[src/rtl/cpuif_pkg.sv]
package cpuif_pkg;

    localparam int ID_W = 10;
    localparam int PRIO_W = 8;
    localparam logic [ID_W-1:0] SPURIOUS_ID = 10'd1023;

    typedef enum logic [1:0] {
        REG_CTRL = 2'd0,
        REG_MASK = 2'd1,
        REG_ACK  = 2'd2,
        REG_EOI  = 2'd3
    } reg_sel_e;

    typedef struct packed {
        logic              valid;
        logic [ID_W-1:0]   id;
        logic [PRIO_W-1:0] prio;
    } cand_t;

    function automatic logic [31:0] id_word(input logic [ID_W-1:0] id);
        return {{(32-ID_W){1'b0}}, id};
    endfunction

endpackage

[src/rtl/cpuif_src_bank.sv]
module cpuif_src_bank
    import cpuif_pkg::*;
#(
    parameter int NUM_SRC = 8
) (
    input  logic               clk,
    input  logic               rst,
    input  logic [NUM_SRC-1:0] src_req,
    input  logic [NUM_SRC-1:0] src_edge,
    input  logic               ack_fire,
    input  logic [ID_W-1:0]    ack_id,
    input  logic               eoi_fire,
    input  logic [ID_W-1:0]    eoi_id,
    output logic [NUM_SRC-1:0] pend,
    output logic [NUM_SRC-1:0] active
);
    localparam int IDX_W = (NUM_SRC > 1) ? $clog2(NUM_SRC) : 1;

    logic [NUM_SRC-1:0] req_d;
    logic               eoi_hit;

    always_comb begin
        eoi_hit = 1'b0;
        if (eoi_fire && eoi_id < ID_W'(NUM_SRC))
            eoi_hit = active[eoi_id[IDX_W-1:0]];
    end

    always_ff @(posedge clk) begin
        if (rst) req_d <= '0;
        else     req_d <= src_req;
    end

    for (genvar i = 0; i < NUM_SRC; i++) begin : g_src
        logic ack_me;
        logic eoi_me;
        assign ack_me = ack_fire && (ack_id == ID_W'(i));
        assign eoi_me = eoi_hit && (eoi_id == ID_W'(i));

        always_ff @(posedge clk) begin
            if (rst) begin
                pend[i]   <= 1'b0;
                active[i] <= 1'b0;
            end else begin
                if (src_edge[i]) begin
                    if (src_req[i] && !req_d[i]) pend[i] <= 1'b1;
                    else if (ack_me)             pend[i] <= 1'b0;
                end else begin
                    pend[i] <= src_req[i];
                end
                if (ack_me)      active[i] <= 1'b1;
                else if (eoi_me) active[i] <= 1'b0;
            end
        end

        AST_ACK_SETS_ACTIVE: assert property (@(posedge clk) disable iff (rst)
            ack_me |=> active[i]);
    end

    AST_BAD_EOI_IGNORED: assert property (@(posedge clk) disable iff (rst)
        (eoi_fire && !eoi_hit && !ack_fire) |=> $stable(active));

endmodule

[src/rtl/cpuif_arbiter.sv]
module cpuif_arbiter
    import cpuif_pkg::*;
#(
    parameter int NUM_SRC = 8
) (
    input  logic [NUM_SRC-1:0]        pend,
    input  logic [NUM_SRC-1:0]        active,
    input  logic [NUM_SRC-1:0]        src_en,
    input  logic [PRIO_W*NUM_SRC-1:0] src_prio,
    input  logic [PRIO_W-1:0]         mask,
    input  logic                      sig_en,
    output cand_t                     best
);
    logic [NUM_SRC-1:0] elig;

    for (genvar i = 0; i < NUM_SRC; i++) begin : g_elig
        assign elig[i] = sig_en && pend[i] && src_en[i] && !active[i]
                         && (src_prio[i*PRIO_W +: PRIO_W] < mask);
    end

    always_comb begin
        best = '0;
        for (int i = 0; i < NUM_SRC; i++) begin
            if (elig[i] && (!best.valid || src_prio[i*PRIO_W +: PRIO_W] < best.prio)) begin
                best.valid = 1'b1;
                best.id    = ID_W'(i);
                best.prio  = src_prio[i*PRIO_W +: PRIO_W];
            end
        end
    end

endmodule

[src/rtl/cpuif_regs.sv]
module cpuif_regs
    import cpuif_pkg::*;
(
    input  logic              clk,
    input  logic              rst,
    input  logic              bus_wr,
    input  logic              bus_rd,
    input  logic [3:0]        bus_addr,
    input  logic [31:0]       bus_wdata,
    input  cand_t             best,
    output logic [31:0]       bus_rdata,
    output logic              sig_en,
    output logic [PRIO_W-1:0] mask,
    output logic              ack_fire,
    output logic [ID_W-1:0]   ack_id,
    output logic              eoi_fire,
    output logic [ID_W-1:0]   eoi_id
);
    reg_sel_e sel;
    assign sel = reg_sel_e'(bus_addr[3:2]);

    assign ack_fire = bus_rd && (sel == REG_ACK) && best.valid;
    assign ack_id   = best.id;
    assign eoi_fire = bus_wr && (sel == REG_EOI);
    assign eoi_id   = bus_wdata[ID_W-1:0];

    always_ff @(posedge clk) begin
        if (rst) begin
            sig_en    <= 1'b0;
            mask      <= '0;
            bus_rdata <= '0;
        end else begin
            if (bus_wr && sel == REG_CTRL) sig_en <= bus_wdata[0];
            if (bus_wr && sel == REG_MASK) mask   <= bus_wdata[PRIO_W-1:0];
            if (bus_rd) begin
                case (sel)
                    REG_CTRL: bus_rdata <= {31'd0, sig_en};
                    REG_MASK: bus_rdata <= {{(32-PRIO_W){1'b0}}, mask};
                    REG_ACK:  bus_rdata <= best.valid ? id_word(best.id) : id_word(SPURIOUS_ID);
                    default:  bus_rdata <= '0;
                endcase
            end
        end
    end

    AST_SPURIOUS_READ: assert property (@(posedge clk) disable iff (rst)
        (bus_rd && sel == REG_ACK && !best.valid) |=> (bus_rdata == 32'd1023));

endmodule

[src/rtl/cpuif_top.sv]
module cpuif_top
    import cpuif_pkg::*;
#(
    parameter int NUM_SRC = 8
) (
    input  logic                      clk,
    input  logic                      rst,
    input  logic [NUM_SRC-1:0]        src_req,
    input  logic [NUM_SRC-1:0]        src_edge,
    input  logic [NUM_SRC-1:0]        src_en,
    input  logic [PRIO_W*NUM_SRC-1:0] src_prio,
    input  logic                      bus_wr,
    input  logic                      bus_rd,
    input  logic [3:0]                bus_addr,
    input  logic [31:0]               bus_wdata,
    output logic [31:0]               bus_rdata,
    output logic                      irq
);
    logic [NUM_SRC-1:0] pend;
    logic [NUM_SRC-1:0] active;
    logic               sig_en;
    logic [PRIO_W-1:0]  mask;
    logic               ack_fire;
    logic [ID_W-1:0]    ack_id;
    logic               eoi_fire;
    logic [ID_W-1:0]    eoi_id;
    cand_t              best;

    cpuif_src_bank #(.NUM_SRC(NUM_SRC)) u_bank (
        .clk(clk), .rst(rst), .src_req(src_req), .src_edge(src_edge),
        .ack_fire(ack_fire), .ack_id(ack_id), .eoi_fire(eoi_fire), .eoi_id(eoi_id),
        .pend(pend), .active(active)
    );

    cpuif_arbiter #(.NUM_SRC(NUM_SRC)) u_arb (
        .pend(pend), .active(active), .src_en(src_en), .src_prio(src_prio),
        .mask(mask), .sig_en(sig_en), .best(best)
    );

    cpuif_regs u_regs (
        .clk(clk), .rst(rst), .bus_wr(bus_wr), .bus_rd(bus_rd), .bus_addr(bus_addr),
        .bus_wdata(bus_wdata), .best(best), .bus_rdata(bus_rdata), .sig_en(sig_en),
        .mask(mask), .ack_fire(ack_fire), .ack_id(ack_id), .eoi_fire(eoi_fire),
        .eoi_id(eoi_id)
    );

    assign irq = best.valid;

    AST_IRQ_GATED_BY_ENABLE: assert property (@(posedge clk) disable iff (rst)
        !sig_en |-> !irq);

    AST_IRQ_BELOW_MASK: assert property (@(posedge clk) disable iff (rst)
        irq |-> (best.prio < mask));

    AST_ACK_ID_IN_RANGE: assert property (@(posedge clk) disable iff (rst)
        ack_fire |=> (bus_rdata[31:ID_W] == '0 && bus_rdata[ID_W-1:0] < ID_W'(NUM_SRC)));

    AST_ACK_BLOCKS_IRQ_SRC: assert property (@(posedge clk) disable iff (rst)
        ack_fire |=> !(best.valid && best.id == $past(ack_id)));

endmodule

[config.mk]
export PLATFORM = sky130hd
export DESIGN_NAME = cpuif_top
export DESIGN_NICKNAME = d
export VERILOG_FILES = /design/src/rtl/cpuif_pkg.sv /design/src/rtl/cpuif_src_bank.sv /design/src/rtl/cpuif_arbiter.sv /design/src/rtl/cpuif_regs.sv /design/src/rtl/cpuif_top.sv
export SDC_FILE = /design/constraint.sdc
export NUM_CORES = 1
export LEC_CHECK = 0
export ABC_AREA = 0
export BUFFER_PORTS_ARGS = -buffer_cell sky130_fd_sc_hd__clkbuf_2
export CAP_MARGIN = 20
export CORE_MARGIN = 2
export CORE_UTILIZATION = 51
export CTS_CLUSTER_SIZE = 30
export DETAILED_ROUTE_END_ITERATION = 7
export GPL_ROUTABILITY_DRIVEN = 0
export PLACE_DENSITY = 0.89
export SLEW_MARGIN = 20
export SYNTH_ARGS = -nofsm -noshare
export SYNTH_HDL_FRONTEND = slang
export SYNTH_HIERARCHICAL = 1
export SYNTH_SLANG_ARGS = --single-unit
[constraint.sdc]
create_clock -name clk -period 30.1 [get_ports clk]
set_input_delay 6.02 -clock clk [delete_from_list [all_inputs] [get_ports clk]]
set_output_delay 6.02 -clock clk [all_outputs]
set_load 0.05 [all_outputs]
==> summary.txt, run 1 <==
Outcome
  – Run status: complete, no violations

STA
  – Post-route minimum period: 22430 ps
  – Tcrit/Tclk final: 0.745
  – Fin. max-slew vios: 0
  – Max Clk Rate: 44.6 MHz
  – Rel. slew slack: 0.315
  – Tightest Pin Transition: 1020 ps
  – Sum of negative setup slack: 0 ps
  – RSZ-0062 raised after global routing: false
  – Hold Vio Cnt, Final: 0
  – Clock skew: about 3.9 ps
  – Final setup violation count: 0

Drt
  – DR iter-0 viols: approximately 380
  – DR WL/cell: ~16 µm
  – Via count: 5706
  – Vias per inst: 5.97
  – DRT Pass-1 Iters: 5
  – Detailed Route WL: 15400 µm
  – Post-route ant nets: 0
  – # DRC: 0

Floorplan
  – Die X: 111 µm
  – Core footprint: 11300 µm²
  – I/O pin total: roughly 160
  – Core Rows: 39
  – Die Y: 111 µm
  – Die area: 12300 µm²
  – Initial core utilization: 0.518

Layout
  – Antenna fix cells: 0
  – Layout cells sized above 1: 0.175
  – Final nets: 1046
  – Area grow syn2layout: 8.81%
  – Final core occ: 0.563
  – Fill cells: 1043

GRT
  – Aggregate global routing overflow: 0
  – Total global-route track usage: 0.249
  – Vias in the first global route: 5451
  – First-pass GRT wire length: 25700 µm
  – Largest net degree at the start of global routing: 44
  – Antenna violations before repair: 0

Clock tree
  – H-tree levels: 2
  – Post-CTS sizing: 0
  – Hold buffers post-CTS: 0
  – Postcts setup bufs: 0
  – CTS tree: yes
  – Number of CTS-inserted buffers: 5
  – CTS root buf: clkbuf_16
  – Clock insertion delay at the later pin of the skew report: about 280 ps
  – Worst-path clk slew: around 50 ps
  – # clock sinks: 43
  – Max clock buf depth: 2

Worst setup path
  – Crit path DAT: 22600 ps
  – Critical Path Max Stage Delay: 650 ps
  – Critical path buffers and inverters: 5
  – Cell family with most CP delay: compound AO/OA/AOI/OAI gates
  – CP required: roughly 30000 ps
  – Critical Path Start Type: input pin
  – Worst Setup Path Type: in -> reg
  – Critical path fanouts, max: 17
  – CP max stage cell: a2111oi_0
  – Most used cell, CP: ha_1
  – CP endpoint kind: flip-flop

Worst hold path
  – Worst min path class: reg -> reg

Power and ir drop
  – PwrDens: 25.9 nW/µm²
  – Leak: ~2.8 nW
  – Peak supply drop: slightly below 40 µV

Flow run
  – Max-cap check violation count: 0

Placed design
  – DP Wirelength: between 10000 and 15000 µm
  – Buffers on Ports: around 110

Yosys
  – Mapped Cells: approximately 730
  – Avg Cell Area, Syn: around 8 µm²
  – Syn. warnings: 6
  – Area of the mapped netlist: 5830 µm²
[power breakdown]
part | internal (mW) | leakage (nW) | switching (mW) | total [mW]
clock network | 0.0298 | 0.0628 | 0.0193 | 0.0491
logic | 0.0199 | 2.34 | 0.0339 | 0.0538
registers | 0.0596 | 0.353 | 0.00170 | 0.0613
[placed cells by master (no fill, tap or decap), types with 3 or more instances in the layout]
master and count:
clkbuf_2 114, ha_1 105, nand2_1 78, inv_1 45
a21oi_1 44, dfxtp_1 43, nor2_1 34, conb_1 29
a21o_1 28, o21ai_0 27, nand2b_1 24, nand4_1 19
nand3_1 17, o21a_1 17, mux2i_1 16, nor2b_1 16
a22o_1 15, a31oi_1 10, o41ai_1 8, a211oi_1 7
or2b_1 7, mux2_2 7, nor4_1 6, nand4b_1 6
o211ai_1 6, a311oi_1 6, clkbuf_16 5, a2111oi_0 5
nand3b_1 4, nor3_1 3, o211a_1 3, a2111o_1 3
a21boi_1 3, and3_1 3
[per-stage QoR]
step	setup slack [ps]	cell area [µm²]	power [mW]	instances	hold slack (ps)
after floorplan	10500	5940	0.102	758	437
after global placement	8230	6220	0.113	949	446
after detailed placement	7860	6220	0.115	949	450
after CTS	8090	6350	0.164	955	473
after global routing	6350	6350	0.174	955	486
final	7670	6350	0.164	955	467
[registers in the layout, summed over array words and instances (netlist names)]
signal and flops:
u_regs/bus_rdata 10, u_bank/active 8, u_bank/pend 8, u_bank/req_d 8
u_regs/mask 8, u_regs/sig_en 1
[final timing paths]
check        cells after the start  slack (ps)                             to                           from
max                             59        7670    u_bank/pend[1]$_SDFFE_PP0P_                    src_prio[6]
min                              2         470  u_bank/active[2]$_SDFFE_PP0P_  u_bank/active[2]$_SDFFE_PP0P_
max reg2reg                     59       12970    u_bank/pend[1]$_SDFFE_PP0P_    u_regs/mask[6]$_SDFFE_PP0P_
min reg2reg                      2         470  u_bank/active[2]$_SDFFE_PP0P_  u_bank/active[2]$_SDFFE_PP0P_
[worst register-to-register path: cells and delay by family, from the launching register on]
family,cells,cell delay [ps]
buffers and inverters,5,720
adder cells (fa/ha/maj),8,2280
flip-flops,1,330
AO/OA/AOI/OAI,33,10510
multiplexers,2,700
AND/OR/NAND/NOR,11,2460
[routing by layer]
metal / GRT usage / wire length [µm] / vias to the layer above
met5: 0 / 0 / -
met4: 0.0925 / 402 / 0
met3: 0.0295 / 1140 / 30
met2: 0.421 / 7180 / 256
met1: 0.327 / 6700 / 2608
li1: - / - / 2812
[cell type report]
class	count	area, µm²	area share
flip-flops and latches	43	861	0.136
inverters	45	169	0.0266
well taps	143	179	0.0282
repair buffers	115	578	0.0911
multi-input cells	603	4430	0.698
clock buffers	6	129	0.0203
Power figures use the tool's default switching activity.
==> inputs of run 2 (changes only) <==
--- a/config.mk
+++ b/config.mk
@@ -5,7 +5,7 @@
 export SDC_FILE = /design/constraint.sdc
 export NUM_CORES = 1
 export LEC_CHECK = 0
-export ABC_AREA = 0
+export ABC_AREA = 1
 export BUFFER_PORTS_ARGS = -buffer_cell sky130_fd_sc_hd__clkbuf_2
 export CAP_MARGIN = 20
 export CORE_MARGIN = 2
==> constraint.sdc (replaced) <==
create_clock -name clk -period 23.4 [get_ports clk]
set_input_delay 4.68 -clock clk [delete_from_list [all_inputs] [get_ports clk]]
set_output_delay 4.68 -clock clk [all_outputs]
set_load 0.05 [all_outputs]
==> run 2 against run 1 <==
Compared with the run above: sequential cell count unchanged; power up 27%; largest power group unchanged; core utilization up 0.43 points; die area down 3.0%; sequential share of layout area up 0.43 points; register-to-register slack worse by 1000 ps; sequential power up 29%; critical endpoint is now u_bank/pend[3]$_SDFFE_PP0P_; area after synthesis down 3.2%; non-clock buffer count unchanged.
==> summary.txt, run 2 <==
Drt
  – DR WL/cell: 12.7 µm (-22%)
  – DR iter-0 viols: 372 (-1.3%)
  – Vias per inst: 5.18 (-13%)
  – Post-route ant nets: 0 (unchanged)
  – Via count: 5605 (-1.8%)
  – Detailed Route WL: 13700 µm (-11%)
  – # DRC: 0 (unchanged)
  – DRT Pass-1 Iters: 5 (unchanged)

Placed design
  – Dpl cell area: 6050 µm² (-2.7%)
  – DP Cell Count: 1076 (+13%)
  – Pre-CTS setup slack: 7930 ps (+69.8 ps)
  – Buffers on Ports: 114 (unchanged)
  – DP Wirelength: 11500 µm (-9.9%)

Worst setup path
  – R2r startpoint: u_regs/mask[3]$_SDFFE_PP0P_
  – Critical path fanouts, max: 18 (+1)
  – Crit path DAT: 15470 ps (-7130 ps)
  – CP required: 23560 ps (-6710 ps)
  – CP max stage cell: o21ai_0
  – Most used cell, CP: nand2_1
  – CP startpoint: src_prio[6]
  – Critical Path Start Type: input pin
  – Worst reg2reg path depth: 71 (+20%)
  – CP endpoint kind: flip-flop
  – Worst R2R Setup Slack: 11930 ps (-1040 ps)
  – Reg2Reg Capture Point: u_bank/pend[3]$_SDFFE_PP0P_
  – Worst Setup Path Type: in -> reg
  – Crit path capture: u_bank/pend[3]$_SDFFE_PP0P_
  – Critical Path Max Stage Delay: 370 ps (-280 ps)

STA
  – Rel. slew slack: 0.499 (+0.184)
  – Sum of negative setup slack: 0 ps (unchanged)
  – Min setup slack post-route: 8090 ps (+421 ps)
  – Tightest Pin Transition: 745 ps (-280 ps)
  – Fin. max-slew vios: 0 (unchanged)
  – Clock skew: 8.21 ps (+4.29 ps)
  – Final setup violation count: 0 (unchanged)
  – Max Clk Rate: 65.3 MHz
  – Tcrit/Tclk final: 0.654
  – Post-route minimum period: ~15000 ps
  – RSZ-0062 raised after global routing: false
  – Hold Vio Cnt, Final: 0 (unchanged)

GRT
  – Aggregate global routing overflow: 0 (unchanged)
  – Total global-route track usage: 0.231 (-0.0185)
  – Largest net degree at the start of global routing: 32 (-27%)
  – Antenna violations before repair: 0 (unchanged)
  – First-pass GRT wire length: 21900 µm (-14%)
  – Vias in the first global route: 4990 (-8.5%)

Outcome
  – Run status: complete, no violations

Worst hold path
  – Min-Delay Path Depth: 2 (unchanged)
  – Worst min path class: reg -> reg

Floorplan
  – Core Rows: 38 (-2.6%)
  – I/O pin total: 161 (unchanged)
  – Core footprint: 10800 µm² (-3.8%)
  – Initial core utilization: 0.521 (+0.00364)
  – Die X: 109 µm (-1.5%)
  – Die Y: 109 µm (-1.5%)
  – Die area: 11900 µm² (-3.0%)

Layout
  – Post-route insts no fill: 1083 (+13%)
  – Most common cell after layout, fill and taps aside: nand2_1
  – Antenna fix cells: 0 (unchanged)
  – Layout cells sized above 1: 0.189 (+0.0139)
  – Final nets: 1176 (+12%)
  – Largest reg by FF count: u_regs/bus_rdata
  – Area grow syn2layout: 8.88% (about the same)
  – Post-Layout Inst Area: 6150 µm² (-3.1%)
  – Most frequent cells in the layout: 227 x nand2_1, 114 x clkbuf_2, 105 x ha_1, 81 x nor2_1, 65 x inv_1
  – Largest register FFs: 10 (unchanged)

Clock tree
  – # clock sinks: 43 (unchanged)
  – Clock insertion delay at the later pin of the skew report: 290 ps (about the same)
  – CTS tree: yes
  – Worst-path clk slew: 80 ps (+30 ps)
  – CTS root buf: clkbuf_8
  – Number of CTS-inserted buffers: 5 (unchanged)
  – Hold buffers post-CTS: 0 (unchanged)
  – Post-CTS sizing: 0 (unchanged)
  – Postcts setup bufs: 0 (unchanged)
  – H-tree levels: 2 (unchanged)
  – Max clock buf depth: 2 (unchanged)

Yosys
  – Area of the mapped netlist: 5650 µm² (-3.2%)
  – Avg Cell Area, Syn: 6.59 µm² (-17%)
  – Syn. warnings: 6 (unchanged)
  – Mapped Cells: 857 (+17%)

Power and ir drop
  – Leak: 3.23 nW (+17%)
  – Peak supply drop: 34.7 µV (-10%)
  – PnR Total Power: 0.208 mW (+27%)
  – PwrDens: 33.8 nW/µm² (+31%)

Flow run
  – Max-cap check violation count: 0 (unchanged)
-- run 2: worst max-delay path, delay by kind of cell --
| kind | cells | cell delay, ps |
|---|---|---|
| fa+ha+maj | 8 | 2410 |
| buf+inv | 4 | 370 |
| simple gates | 41 | 4040 |
| compound gates | 20 | 3940 |
-- run 2: final cells by class --
| cell class | instances | area, µm² |
|---|---|---|
| inverter | 74 | 283 |
| fill | 1078 | 4690 |
| clock inverter | 1 | 30.0 |
| sequential | 43 | 861 |
| clock buffer | 6 | 72.6 |
| timing repair buffer | 115 | 578 |
| multi-input combinational | 704 | 4150 |
| tap | 140 | 175 |
-- run 2: how the worst min path moves through the flow --
stage                                                  end                              from  slack, ps
after floorplan                u_bank/pend[0]$_SDFFE_PP0P_        u_bank/req_d[0]$_SDFF_PP0_        440
after detailed placement       u_bank/pend[7]$_SDFFE_PP0P_        u_bank/req_d[7]$_SDFF_PP0_        470
after CTS                      u_bank/pend[7]$_SDFFE_PP0P_       u_bank/pend[7]$_SDFFE_PP0P_        480
after global placement         u_bank/pend[0]$_SDFFE_PP0P_        u_bank/req_d[0]$_SDFF_PP0_        450
final                          u_bank/pend[7]$_SDFFE_PP0P_       u_bank/pend[7]$_SDFFE_PP0P_        480
after global routing      u_regs/bus_rdata[8]$_SDFFE_PP0P_  u_regs/bus_rdata[8]$_SDFFE_PP0P_        500
-- run 2: per-stage QoR --
stage               hold WS (ps)   util
CTS                          480  0.568
floorplan                    444      -
finish                       476  0.568
global placement             455  0.558
global route                 501  0.568
detailed placement           465  0.558
-- run 2: routing by layer --
metal,vias to the layer above,global-route usage,part of all wire
met5,-,0,0
met4,0,0.0759,0.025
met3,23,0.0197,0.060
met2,196,0.398,0.45
met1,2435,0.303,0.46
li1,2951,-,-
-- run 2: report_power, final --
group          internal [mW]  switching, mW
Clock                 0.0313         0.0234
Combinational         0.0263         0.0482
Sequential            0.0768        0.00239
